===== src/rtl/sxl_pkg.sv =====
package sxl_pkg;

  localparam int SEC_TAG_W = 12;
  localparam int SEC_OFF_W = 20;

  localparam logic [1:0] DESC_EMPTY   = 2'b00;
  localparam logic [1:0] DESC_SECTION = 2'b10;

  typedef enum logic [1:0] {
    FLT_NONE  = 2'b00,
    FLT_XLATE = 2'b01,
    FLT_TYPE  = 2'b10
  } sxl_fault_e;

  typedef struct packed {
    logic [SEC_TAG_W-1:0] pbase;
    logic [1:0]           ap;
    logic [3:0]           dom;
    logic                 c;
    logic                 b;
  } sxl_attr_t;

  function automatic sxl_attr_t sxl_unpack(input logic [31:0] d);
    sxl_attr_t a;
    a.pbase = d[31:20];
    a.ap    = d[11:10];
    a.dom   = d[8:5];
    a.c     = d[3];
    a.b     = d[2];
    return a;
  endfunction

endpackage


===== src/rtl/sxl_tlb.sv =====
module sxl_tlb
  import sxl_pkg::*;
#(
  parameter int ENTRIES = 8,
  parameter int TAG_W   = SEC_TAG_W
) (
  input  logic             clk,
  input  logic             rst_n,
  input  logic [TAG_W-1:0] lk_tag,
  output logic             lk_hit,
  output sxl_attr_t        lk_attr,
  input  logic             fill_en,
  input  logic [TAG_W-1:0] fill_tag,
  input  sxl_attr_t        fill_attr,
  input  logic             inv_all,
  input  logic             inv_en,
  input  logic [TAG_W-1:0] inv_tag
);

  localparam int PTR_W = (ENTRIES > 1) ? $clog2(ENTRIES) : 1;
  localparam logic [PTR_W-1:0] PTR_LAST = PTR_W'(ENTRIES - 1);

  logic [ENTRIES-1:0] valid_q, valid_d;
  logic [TAG_W-1:0]   tag_q  [ENTRIES];
  sxl_attr_t          attr_q [ENTRIES];
  logic [PTR_W-1:0]   ptr_q, ptr_d;
  logic [ENTRIES-1:0] match;
  logic [ENTRIES-1:0] wr_en;
  logic               fill_ok;

  // a fill racing an invalidation of the same section is dropped
  assign fill_ok = fill_en && !inv_all && !(inv_en && (inv_tag == fill_tag));

  for (genvar i = 0; i < ENTRIES; i++) begin : g_ent
    assign match[i] = valid_q[i] && (tag_q[i] == lk_tag);
    assign wr_en[i] = fill_ok && (ptr_q == PTR_W'(i));

    always_ff @(posedge clk) begin
      if (wr_en[i]) begin
        tag_q[i]  <= fill_tag;
        attr_q[i] <= fill_attr;
      end
    end
  end

  always_comb begin
    lk_attr = '0;
    for (int i = 0; i < ENTRIES; i++) begin
      if (match[i]) lk_attr = lk_attr | attr_q[i];
    end
  end
  assign lk_hit = |match;

  always_comb begin
    valid_d = valid_q;
    for (int i = 0; i < ENTRIES; i++) begin
      if (inv_all) begin
        valid_d[i] = 1'b0;
      end else if (inv_en && valid_q[i] && (tag_q[i] == inv_tag)) begin
        valid_d[i] = 1'b0;
      end
      if (wr_en[i]) valid_d[i] = 1'b1;
    end
    ptr_d = ptr_q;
    if (fill_ok) ptr_d = (ptr_q == PTR_LAST) ? '0 : ptr_q + 1'b1;
  end

  always_ff @(posedge clk or negedge rst_n) begin
    if (!rst_n) begin
      valid_q <= '0;
      ptr_q   <= '0;
    end else begin
      valid_q <= valid_d;
      ptr_q   <= ptr_d;
    end
  end

  AST_TAG_UNIQUE: assert property (@(posedge clk) disable iff (!rst_n)
    $onehot0(match));

  AST_INV_ALL_EMPTY: assert property (@(posedge clk) disable iff (!rst_n)
    inv_all |=> (valid_q == '0));

  AST_RACE_DROPS_FILL: assert property (@(posedge clk) disable iff (!rst_n)
    (fill_en && inv_en && (inv_tag == fill_tag)) |=> $stable(ptr_q));

  AST_FILL_ADVANCES: assert property (@(posedge clk) disable iff (!rst_n)
    (fill_en && !inv_all && !inv_en) |=> valid_q[$past(ptr_q)]);

endmodule


===== src/rtl/sxl_walk.sv =====
module sxl_walk
  import sxl_pkg::*;
(
  input  logic                 clk,
  input  logic                 rst_n,
  input  logic                 req_valid,
  input  logic [31:0]          req_va,
  input  logic                 req_write,
  output logic                 req_ready,
  input  logic [17:0]          ttb_base,
  input  logic                 lk_hit,
  input  sxl_attr_t            lk_attr,
  output logic                 fill_en,
  output logic [SEC_TAG_W-1:0] fill_tag,
  output sxl_attr_t            fill_attr,
  output logic                 mem_rd_req,
  output logic [31:0]          mem_rd_addr,
  input  logic                 mem_rd_valid,
  input  logic [31:0]          mem_rd_data,
  output logic [31:0]          rsp_pa,
  output sxl_attr_t            rsp_attr,
  output sxl_fault_e           rsp_fault,
  output logic                 rsp_write
);

  typedef enum logic [1:0] {ST_IDLE, ST_WALK, ST_RESP} walk_st_e;

  walk_st_e   st_q, st_d;
  logic       load_req, load_rsp;
  logic [31:0] va_q;
  logic        wr_q;
  logic [31:0] addr_q;
  logic [31:0] pa_q, pa_d;
  sxl_attr_t   attr_q, attr_d;
  sxl_fault_e  flt_q, flt_d;
  sxl_attr_t   dec_attr;

  assign dec_attr = sxl_unpack(mem_rd_data);

  always_comb begin
    st_d     = st_q;
    load_req = 1'b0;
    load_rsp = 1'b0;
    pa_d     = '0;
    attr_d   = '0;
    flt_d    = FLT_NONE;
    unique case (st_q)
      ST_IDLE: begin
        if (req_valid) begin
          load_req = 1'b1;
          if (lk_hit) begin
            st_d     = ST_RESP;
            load_rsp = 1'b1;
            pa_d     = {lk_attr.pbase, req_va[SEC_OFF_W-1:0]};
            attr_d   = lk_attr;
          end else begin
            st_d = ST_WALK;
          end
        end
      end
      ST_WALK: begin
        if (mem_rd_valid) begin
          st_d     = ST_RESP;
          load_rsp = 1'b1;
          if (mem_rd_data[1:0] == DESC_SECTION) begin
            pa_d   = {dec_attr.pbase, va_q[SEC_OFF_W-1:0]};
            attr_d = dec_attr;
          end else if (mem_rd_data[1:0] == DESC_EMPTY) begin
            flt_d = FLT_XLATE;
          end else begin
            flt_d = FLT_TYPE;
          end
        end
      end
      ST_RESP: st_d = ST_IDLE;
      default: st_d = ST_IDLE;
    endcase
  end

  always_ff @(posedge clk or negedge rst_n) begin
    if (!rst_n) st_q <= ST_IDLE;
    else        st_q <= st_d;
  end

  always_ff @(posedge clk) begin
    if (load_req) begin
      va_q   <= req_va;
      wr_q   <= req_write;
      addr_q <= {ttb_base, req_va[31:20], 2'b00};
    end
  end

  always_ff @(posedge clk) begin
    if (load_rsp) begin
      pa_q   <= pa_d;
      attr_q <= attr_d;
      flt_q  <= flt_d;
    end
  end

  assign req_ready   = (st_q == ST_RESP);
  assign mem_rd_req  = (st_q == ST_WALK);
  assign mem_rd_addr = addr_q;
  assign fill_en     = (st_q == ST_WALK) && mem_rd_valid &&
                       (mem_rd_data[1:0] == DESC_SECTION);
  assign fill_tag    = va_q[31:20];
  assign fill_attr   = dec_attr;
  assign rsp_pa      = pa_q;
  assign rsp_attr    = attr_q;
  assign rsp_fault   = flt_q;
  assign rsp_write   = wr_q;

  AST_READY_PULSE: assert property (@(posedge clk) disable iff (!rst_n)
    req_ready |=> !req_ready);

  AST_WALK_HOLD: assert property (@(posedge clk) disable iff (!rst_n)
    (mem_rd_req && !mem_rd_valid) |=> (mem_rd_req && $stable(mem_rd_addr)));

  AST_DESC_ALIGN: assert property (@(posedge clk) disable iff (!rst_n)
    mem_rd_req |-> (mem_rd_addr[1:0] == 2'b00));

  AST_HIT_NO_READ: assert property (@(posedge clk) disable iff (!rst_n)
    (st_q == ST_IDLE && req_valid && lk_hit) |=> (req_ready && !mem_rd_req));

  AST_FAULT_ZERO: assert property (@(posedge clk) disable iff (!rst_n)
    (req_ready && rsp_fault != FLT_NONE) |-> (rsp_pa == '0 && rsp_attr == '0));

endmodule


===== src/rtl/sec_xlate.sv =====
module sec_xlate
  import sxl_pkg::*;
#(
  parameter int TLB_ENTRIES = 8
) (
  input  logic        clk,
  input  logic        rst_n,
  input  logic        req_valid,
  input  logic [31:0] req_va,
  input  logic        req_write,
  output logic        req_ready,
  input  logic [17:0] ttb_base,
  input  logic        inv_all,
  input  logic        inv_va_en,
  input  logic [31:0] inv_va,
  output logic        mem_rd_req,
  output logic [31:0] mem_rd_addr,
  input  logic        mem_rd_valid,
  input  logic [31:0] mem_rd_data,
  output logic [31:0] rsp_pa,
  output logic [3:0]  rsp_domain,
  output logic [1:0]  rsp_ap,
  output logic        rsp_c,
  output logic        rsp_b,
  output logic [1:0]  rsp_fault,
  output logic        rsp_write
);

  logic                 lk_hit;
  sxl_attr_t            lk_attr;
  logic                 fill_en;
  logic [SEC_TAG_W-1:0] fill_tag;
  sxl_attr_t            fill_attr;
  sxl_attr_t            attr;
  sxl_fault_e           fault;

  sxl_tlb #(
    .ENTRIES (TLB_ENTRIES),
    .TAG_W   (SEC_TAG_W)
  ) u_tlb (
    .clk       (clk),
    .rst_n     (rst_n),
    .lk_tag    (req_va[31:20]),
    .lk_hit    (lk_hit),
    .lk_attr   (lk_attr),
    .fill_en   (fill_en),
    .fill_tag  (fill_tag),
    .fill_attr (fill_attr),
    .inv_all   (inv_all),
    .inv_en    (inv_va_en),
    .inv_tag   (inv_va[31:20])
  );

  sxl_walk u_walk (
    .clk          (clk),
    .rst_n        (rst_n),
    .req_valid    (req_valid),
    .req_va       (req_va),
    .req_write    (req_write),
    .req_ready    (req_ready),
    .ttb_base     (ttb_base),
    .lk_hit       (lk_hit),
    .lk_attr      (lk_attr),
    .fill_en      (fill_en),
    .fill_tag     (fill_tag),
    .fill_attr    (fill_attr),
    .mem_rd_req   (mem_rd_req),
    .mem_rd_addr  (mem_rd_addr),
    .mem_rd_valid (mem_rd_valid),
    .mem_rd_data  (mem_rd_data),
    .rsp_pa       (rsp_pa),
    .rsp_attr     (attr),
    .rsp_fault    (fault),
    .rsp_write    (rsp_write)
  );

  assign rsp_domain = attr.dom;
  assign rsp_ap     = attr.ap;
  assign rsp_c      = attr.c;
  assign rsp_b      = attr.b;
  assign rsp_fault  = fault;

  AST_READ_ONLY_ON_MISS: assert property (@(posedge clk) disable iff (!rst_n)
    $rose(mem_rd_req) |-> !req_ready);

endmodule


===== config.mk =====
export PLATFORM = sky130hd
export DESIGN_NAME = sec_xlate
export DESIGN_NICKNAME = d
export VERILOG_FILES = /design/src/rtl/sxl_pkg.sv /design/src/rtl/sxl_tlb.sv /design/src/rtl/sxl_walk.sv /design/src/rtl/sec_xlate.sv
export SDC_FILE = /design/constraint.sdc
export NUM_CORES = 1
export LEC_CHECK = 0
export BUFFER_PORTS_ARGS = -buffer_cell sky130_fd_sc_hd__buf_4
export CORE_AREA = 2 2 227 229
export CTS_CLUSTER_SIZE = 16
export DETAILED_ROUTE_END_ITERATION = 8
export DIE_AREA = 0 0 229 231
export SLEW_MARGIN = 20
export SYNTH_ARGS = -nofsm -noshare
export SYNTH_HDL_FRONTEND = slang
export SYNTH_SLANG_ARGS = --single-unit

===== constraint.sdc =====
create_clock -name clk -period 18.1 [get_ports clk]
set_clock_uncertainty 0.15 [all_clocks]
set_input_delay 1.81 -clock clk [delete_from_list [all_inputs] [get_ports clk]]
set_output_delay 1.81 -clock clk [all_outputs]
set_load 0.1 [all_outputs]

==> flow_summary.json, run 1 <==
{
  "status": "completed",
  "final_period_minus_worst_setup_slack_ns": 4.536,
  "pin_count_of_the_biggest_net_entering_global_routing": 54,
  "routedWlPerCell_um": 23.14,
  "routed_via_density": 4.845,
  "synth_cell_types": 34,
  "cts_hold_buf": 0,
  "via_count_of_the_first_global_routing_pass": 8539,
  "root_buffer": "clkbuf_16",
  "synth_enable_flop_cells": 349,
  "pwr-share-seq_pct": 47.5,
  "avgSynthCellArea_um2": 16.70,
  "die_x_um": 229,
  "grt_usage_pct": 15.05,
  "final_util_pct": 35.75,
  "timing.fmax_mhz": 220.5,
  "tns_ns": 0,
  "most_used_dff_post_synth": "edfxtp_1",
  "antenna_found_initial": 3,
  "startpoint_type": "input pin",
  "power.share.switching_pct": 27.65,
  "fp.dieArea_um2": 52900,
  "grt_overflow": 0,
  "start_util_pct": 29.49,
  "syn2layout_area_growth_pct": 21.23,
  "worst_pin_slew_ns": 1.100,
  "ant_nets": 0,
  "synth.ff_latch_count": 362,
  "dr.pass1.iters": 5,
  "clock_tree.htree_level_count": 2,
  "core_area_um2": 50680,
  "setup.worst_path.class": "input pin to flop",
  "layout.cell_area.non_filler_um2": 18120,
  "max_cap_violations": 0,
  "globalplace.congestion": 0.8360,
  "comb_power_share_pct": 14.0,
  "internal_power_mw": 1.513,
  "max_slew_margin_pct": 26.64,
  "required_ns": 18.12,
  "dr_total_vias": 8532,
  "kind_of_end_point_of_the_critical_path": "flop",
  "critPathMaxFanout": 42,
  "clock_latency_ns": 0.54,
  "clock_power_share_pct": 38.5,
  "synth.yosys.seq_area_share_pct": 72.29,
  "ys.warnings.count": 0,
  "post-cts-setup-buffers": 0,
  "worstPathArrival_ns": 4.56,
  "drc": 0,
  "port-buffer-count": 165,
  "grt_pass1_wl_mm": 58.29,
  "io-pin-count": 198,
  "layout.cells.most_common_list": "edfxtp_1, buf_4, xnor2_1",
  "rsz0062_at_grt": "false",
  "vdd.ir_drop.worst_uv": 93.28,
  "tritoncts_clock_tree": "done",
  "timing.final.crit_share_pct": 25.06,
  "postRouteWirelength_mm": 40.76,
  "worst_setup_slack_after_layout_ns": 13.56,
  "synth_area_um2": 14950,
  "switching_power_uw": 578.2,
  "num_rows": 83,
  "finalSetupViolCount": 0,
  "fin_nets": 1177,
  "hold_class": "flop to flop",
  "final_layout_size_suffix_gt1_share_pct": 23.63,
  "finalHoldViolations": 0,
  "place_ws_ns": 12.59,
  "post_cts_resized": 0,
  "asyncSetResetFlopFracSynth_pct": 3.591,
  "cts_num_sinks": 362,
  "cts.reportedPaths.clkPinSlew_ns": 0.06,
  "dpl-instance-area_um2": 16820,
  "place.detailed.hpwl_mm": 23.88,
  "syn_inst_count": 895,
  "layout_commonest_cell": "edfxtp_1",
  "die_height_um": 231,
  "drv_slew": 0,
  "initialDrtViolationCount": 808,
  "cts_buffers": 39,
  "power_density_nw_per_um2": 115.4,
  "cts_buffer_depth": 3,
  "p_leak_nw": 6.044
}
==> state kept, by name (all words and copies together) (netlist names) <==
name / cells
u_tlb.attr_q: 160
u_tlb.ptr_q: 3
u_tlb.tag_q: 96
u_tlb.valid_q: 8
u_walk.mem_rd_addr: 19
u_walk.rsp_attr: 8
u_walk.rsp_fault: 2
u_walk.rsp_pa: 32
u_walk.rsp_write: 1
u_walk.st_q: 2
u_walk.va_q: 31
==> cells in the mapped netlist (2+ instances only) <==
| cell type | n | area, um^2 |
|---|---|---|
| edfxtp_1 | 349 | 10480 |
| xnor2_1 | 140 | 1226 |
| a22oi_1 | 80 | 600.6 |
| xor2_1 | 64 | 560.5 |
| nand4_1 | 53 | 331.6 |
| a22o_1 | 40 | 350.3 |
| buf_4 | 28 | 210.2 |
| nor4_1 | 18 | 112.6 |
| buf_2 | 16 | 80.08 |
| clkbuf_1 | 15 | 56.30 |
| dfrtp_1 | 13 | 325.3 |
| nand2_1 | 11 | 41.29 |
| nand3_1 | 10 | 50.05 |
| nor4_2 | 10 | 125.1 |
| a31o_1 | 8 | 70.07 |
| and3_1 | 6 | 37.54 |
| ha_1 | 6 | 75.07 |
| buf_6 | 5 | 56.30 |
| inv_1 | 4 | 15.01 |
| o21ai_0 | 3 | 15.01 |
| a21o_1 | 2 | 15.01 |
| and2_1 | 2 | 12.51 |
==> kinds of logic (layout without fill, tap and decap cells) <==
family / count (synthesis) / count (layout) / synth area share (%)
buf+inv: 69 / 252 / 2.821
simple gates: 117 / 117 / 5.115
fa+ha+maj: 6 / 6 / 0.5022
other cells: 1 / 4 / 0.02509
xor+xnor: 204 / 204 / 11.95
compound gates: 135 / 135 / 7.224
flops: 362 / 362 / 72.29
mux: 1 / 1 / 0.06697
==> routing by layer <==
metal  wire length (um)  track usage, %  share of wire, %
met5                 46               0              0.11
met4                951           4.566               2.3
met3               2981           3.100               7.3
met2              18850           23.58                46
met1              17930           21.02                44
==> worst max-delay path, stage by stage <==
cell and delay [ns]:
buf_4 0.20, xnor2_1 0.23, nand4_1 0.27, nor4_4 0.27, buf_4 0.38, nor4_2 0.13, a21boi_4 0.13, buf_4 0.48
a21o_4 0.58
==> metrics by stage <==
step | hold WS, ns | instances | power, mW
floorplan | 0.3231 | 896 | 1.217
global placement | 0.3350 | 1689 | 1.303
detailed placement | 0.3426 | 1689 | 1.306
CTS | 0.3556 | 1759 | 2.115
global route | 0.3727 | 1759 | 2.157
finish | 0.3558 | 1761 | 2.092
==> final cells by class <==
class / instances / area [um^2]
Timing Repair Buffer: 177 / 1329
Tap cell: 680 / 850.8
Fill cell: 4822 / 32560
Sequential cell: 362 / 10810
Multi-Input combinational cell: 465 / 3821
Clock buffer: 43 / 991.0
Antenna cell: 2 / 5.005
Clock inverter: 27 / 299.0
Inverter: 5 / 18.77
==> power groups by stage <==
stage / clock [mW] / sequential, mW / combinational (mW)
after CTS: 0.825 / 0.996 / 0.294
after detailed placement: 0 / 1.01 / 0.293
after floorplan: 0 / 1.11 / 0.105
after global placement: 0 / 1.01 / 0.290
after global routing: 0.853 / 0.999 / 0.305
final: 0.805 / 0.995 / 0.292
==> worst paths after layout <==
check                                  from                  end  slack, ns  depth (start not counted)
min in group asynchronous             rst_n       u_walk.st_q[1]       0.98                          1
hold reg to reg            u_tlb.valid_q[2]     u_tlb.valid_q[2]       0.36                          1
hold / removal             u_tlb.valid_q[2]     u_tlb.valid_q[2]       0.36                          1
setup reg to reg             u_walk.st_q[1]  u_tlb.attr_q[1][43]      14.57                          6
max in group asynchronous             rst_n     u_tlb.valid_q[1]      16.59                          1
setup / recovery                 req_va[31]   u_walk.rsp_attr[6]      13.56                          9
No activity file was read; power rests on OpenSTA's default activity.
==> run 2: changes to the inputs <==
==> constraint.sdc (replaced) <==
create_clock -name clk -period 4.2 [get_ports clk]
set_clock_uncertainty 0.15 [all_clocks]
set_input_delay 0.42 -clock clk [delete_from_list [all_inputs] [get_ports clk]]
set_output_delay 0.42 -clock clk [all_outputs]
set_load 0.1 [all_outputs]
==> run 2 against run 1 <==
Final area increased by 3.4%. Utilization increased by 1.2 points. First-iteration DRC count increased by 8.0%. Sequential power increased to 4.3 times the previous value. Via count increased by 2.8%. Register-to-register slack got worse by 13 ns. Sequential share of layout area decreased by 2.0 points. Clock-buffer cell count increased by 1. Critical path type is now flop to flop. Flip-flop and latch count unchanged. Critical path depth decreased by 4. Hold slack got worse by 0.31 ns. Non-clock buffer count increased by 73.
==> flow_summary.json, run 2 (same netlist as run 1, synthesis figures left out) <==
{
  "cts_hold_buf": 62,
  "power_density_nw_per_um2": 475.9,
  "timing.fmax_mhz": 327.2,
  "fin_nets": 1249,
  "vdd.ir_drop.worst_uv": 290.9,
  "worstPathArrival_ns": 3.06,
  "critical-path-slowest-cell": "and3_2",
  "cts_num_sinks": 362,
  "required_ns": 4.20,
  "root_buffer": "clkbuf_16",
  "setup.worst_path.class": "flop to flop",
  "cts_buffer_depth": 3,
  "via_count_of_the_first_global_routing_pass": 9115,
  "finalSetupViolCount": 0,
  "critPathMaxFanout": 33,
  "clock_tree.htree_level_count": 2,
  "ant_nets": 0,
  "kind_of_end_point_of_the_critical_path": "flop",
  "largest_register_ff_count": 160,
  "grt_overflow": 0,
  "max_slew_margin_pct": 28.81,
  "die_height_um": 231,
  "worst_path_largest_cell_delay_ns": 0.96,
  "rr_startpoint": "u_walk.st_q[1]",
  "globalplace.congestion": 0.8263,
  "start_util_pct": 29.49,
  "dr_total_vias": 8768,
  "tns_ns": 0,
  "grt_usage_pct": 15.59,
  "finalHoldViolations": 0,
  "number_of_inserted_diodes": 0,
  "rsz0062_at_grt": "false",
  "startpoint_type": "flop",
  "drc": 0,
  "layout.cells.most_common_list": "edfxtp_1, buf_4, xnor2_1",
  "core_area_um2": 50680,
  "status": "completed",
  "io-pin-count": 198,
  "post_cts_resized": 0,
  "p_leak_nw": 6.314,
  "final_layout_size_suffix_gt1_share_pct": 22.94,
  "timing.final.crit_share_pct": 72.77,
  "antenna_found_initial": 0,
  "pin_count_of_the_biggest_net_entering_global_routing": 53,
  "port-buffer-count": 165,
  "fillerInstances": 4827,
  "postRouteWirelength_mm": 41.86,
  "final_period_minus_worst_setup_slack_ns": 3.056,
  "final_util_pct": 36.98,
  "max_cap_violations": 0,
  "largest_reg_by_ff_count": "u_tlb.attr_q",
  "holdWs_ns": 0.04319,
  "timing.hold.worst.start": "mem_rd_data[0]",
  "syn2layout_area_growth_pct": 25.38,
  "reg2reg_depth": 5,
  "layout_commonest_cell": "edfxtp_1",
  "r2r-end": "u_tlb.attr_q[1][7]",
  "num_rows": 83,
  "drv_slew": 0,
  "initialDrtViolationCount": 873,
  "clock_latency_ns": 0.54,
  "post-cts-setup-buffers": 0,
  "grt_pass1_wl_mm": 61.03,
  "hold_end": "u_walk.rsp_fault[0]",
  "r2r_setup_slack_ns": 1.14,
  "cts.reportedPaths.clkPinSlew_ns": 0.06,
  "critical_path.cell_chain": "and2b_1 -> nand2_1 -> nor3b_4 -> o211a_1 -> and3_2",
  "routedWlPerCell_um": 22.86,
  "place.detailed.hpwl_mm": 24.75,
  "fp.dieArea_um2": 52900,
  "hold_class": "input pin to flop",
  "worst_pin_slew_ns": 1.068,
  "cts_buffers": 38,
  "die_x_um": 229,
  "routed_via_density": 4.789,
  "dr.pass1.iters": 5,
  "whs_path_depth": 2,
  "tritoncts_clock_tree": "done"
}
[run 2: metal layers]
metal / track usage, % / wire length, um / share of wire, % / up-vias
li1: - / - / - / 3915
met1: 22.13 / 18800 / 45 / 4495
met2: 25.09 / 19820 / 47 / 311
met3: 2.223 / 2481 / 5.9 / 47
met4: 4.058 / 753 / 1.8 / 0
met5: 0 / 0 / 0 / -
[run 2: power by group]
part | internal [mW] | switching [mW] | total (mW) | leakage, nW
clock | 1.90 | 1.41 | 3.31 | 0.593
combinational | 0.333 | 1.04 | 1.38 | 2.37
sequential | 4.16 | 0.0705 | 4.23 | 3.35
total | 6.39 | 2.52 | 8.92 | 6.31
[run 2: worst max-delay path by stage]
stage,startpoint,endpoint,cells after the start
finish,u_walk.st_q[1],u_tlb.attr_q[1][7],5
global route,u_walk.st_q[1],u_tlb.tag_q[1][2],5
CTS,u_walk.st_q[1],u_tlb.attr_q[1][55],5
global placement,req_va[24],u_walk.rsp_attr[4],8
detailed placement,u_walk.st_q[1],u_tlb.attr_q[1][47],5
floorplan,req_valid,u_walk.rsp_attr[0],4
[run 2: critical path: cells and delay by family, from the launching register on]
family	cells	cell delay, ns
and+or+nand+nor	4	1.69
AOI/OAI and AO/OA	1	0.39
DFF	1	0.41
[run 2: layout make-up]
type	instances	area (um^2)	share of cell area (%)
clock buffers	44	994.7	5.308
clock inverters	25	217.7	1.162
inverters	5	18.77	0.1001
multi-input cells	465	3821	20.39
flip-flops and latches	362	10810	57.66
well taps	680	850.8	4.540
repair buffers	250	2032	10.84
[run 2: stage by stage]
stage	total power, mW	setup WS (ns)	std cells	area (um^2)
floorplan	5.242	0.3471	896	14960
global placement	5.627	1.164	1700	16910
detailed placement	5.645	1.108	1700	16910
CTS	9.016	1.077	1831	18740
global route	9.216	0.8926	1831	18740
finish	8.919	1.144	1831	18740
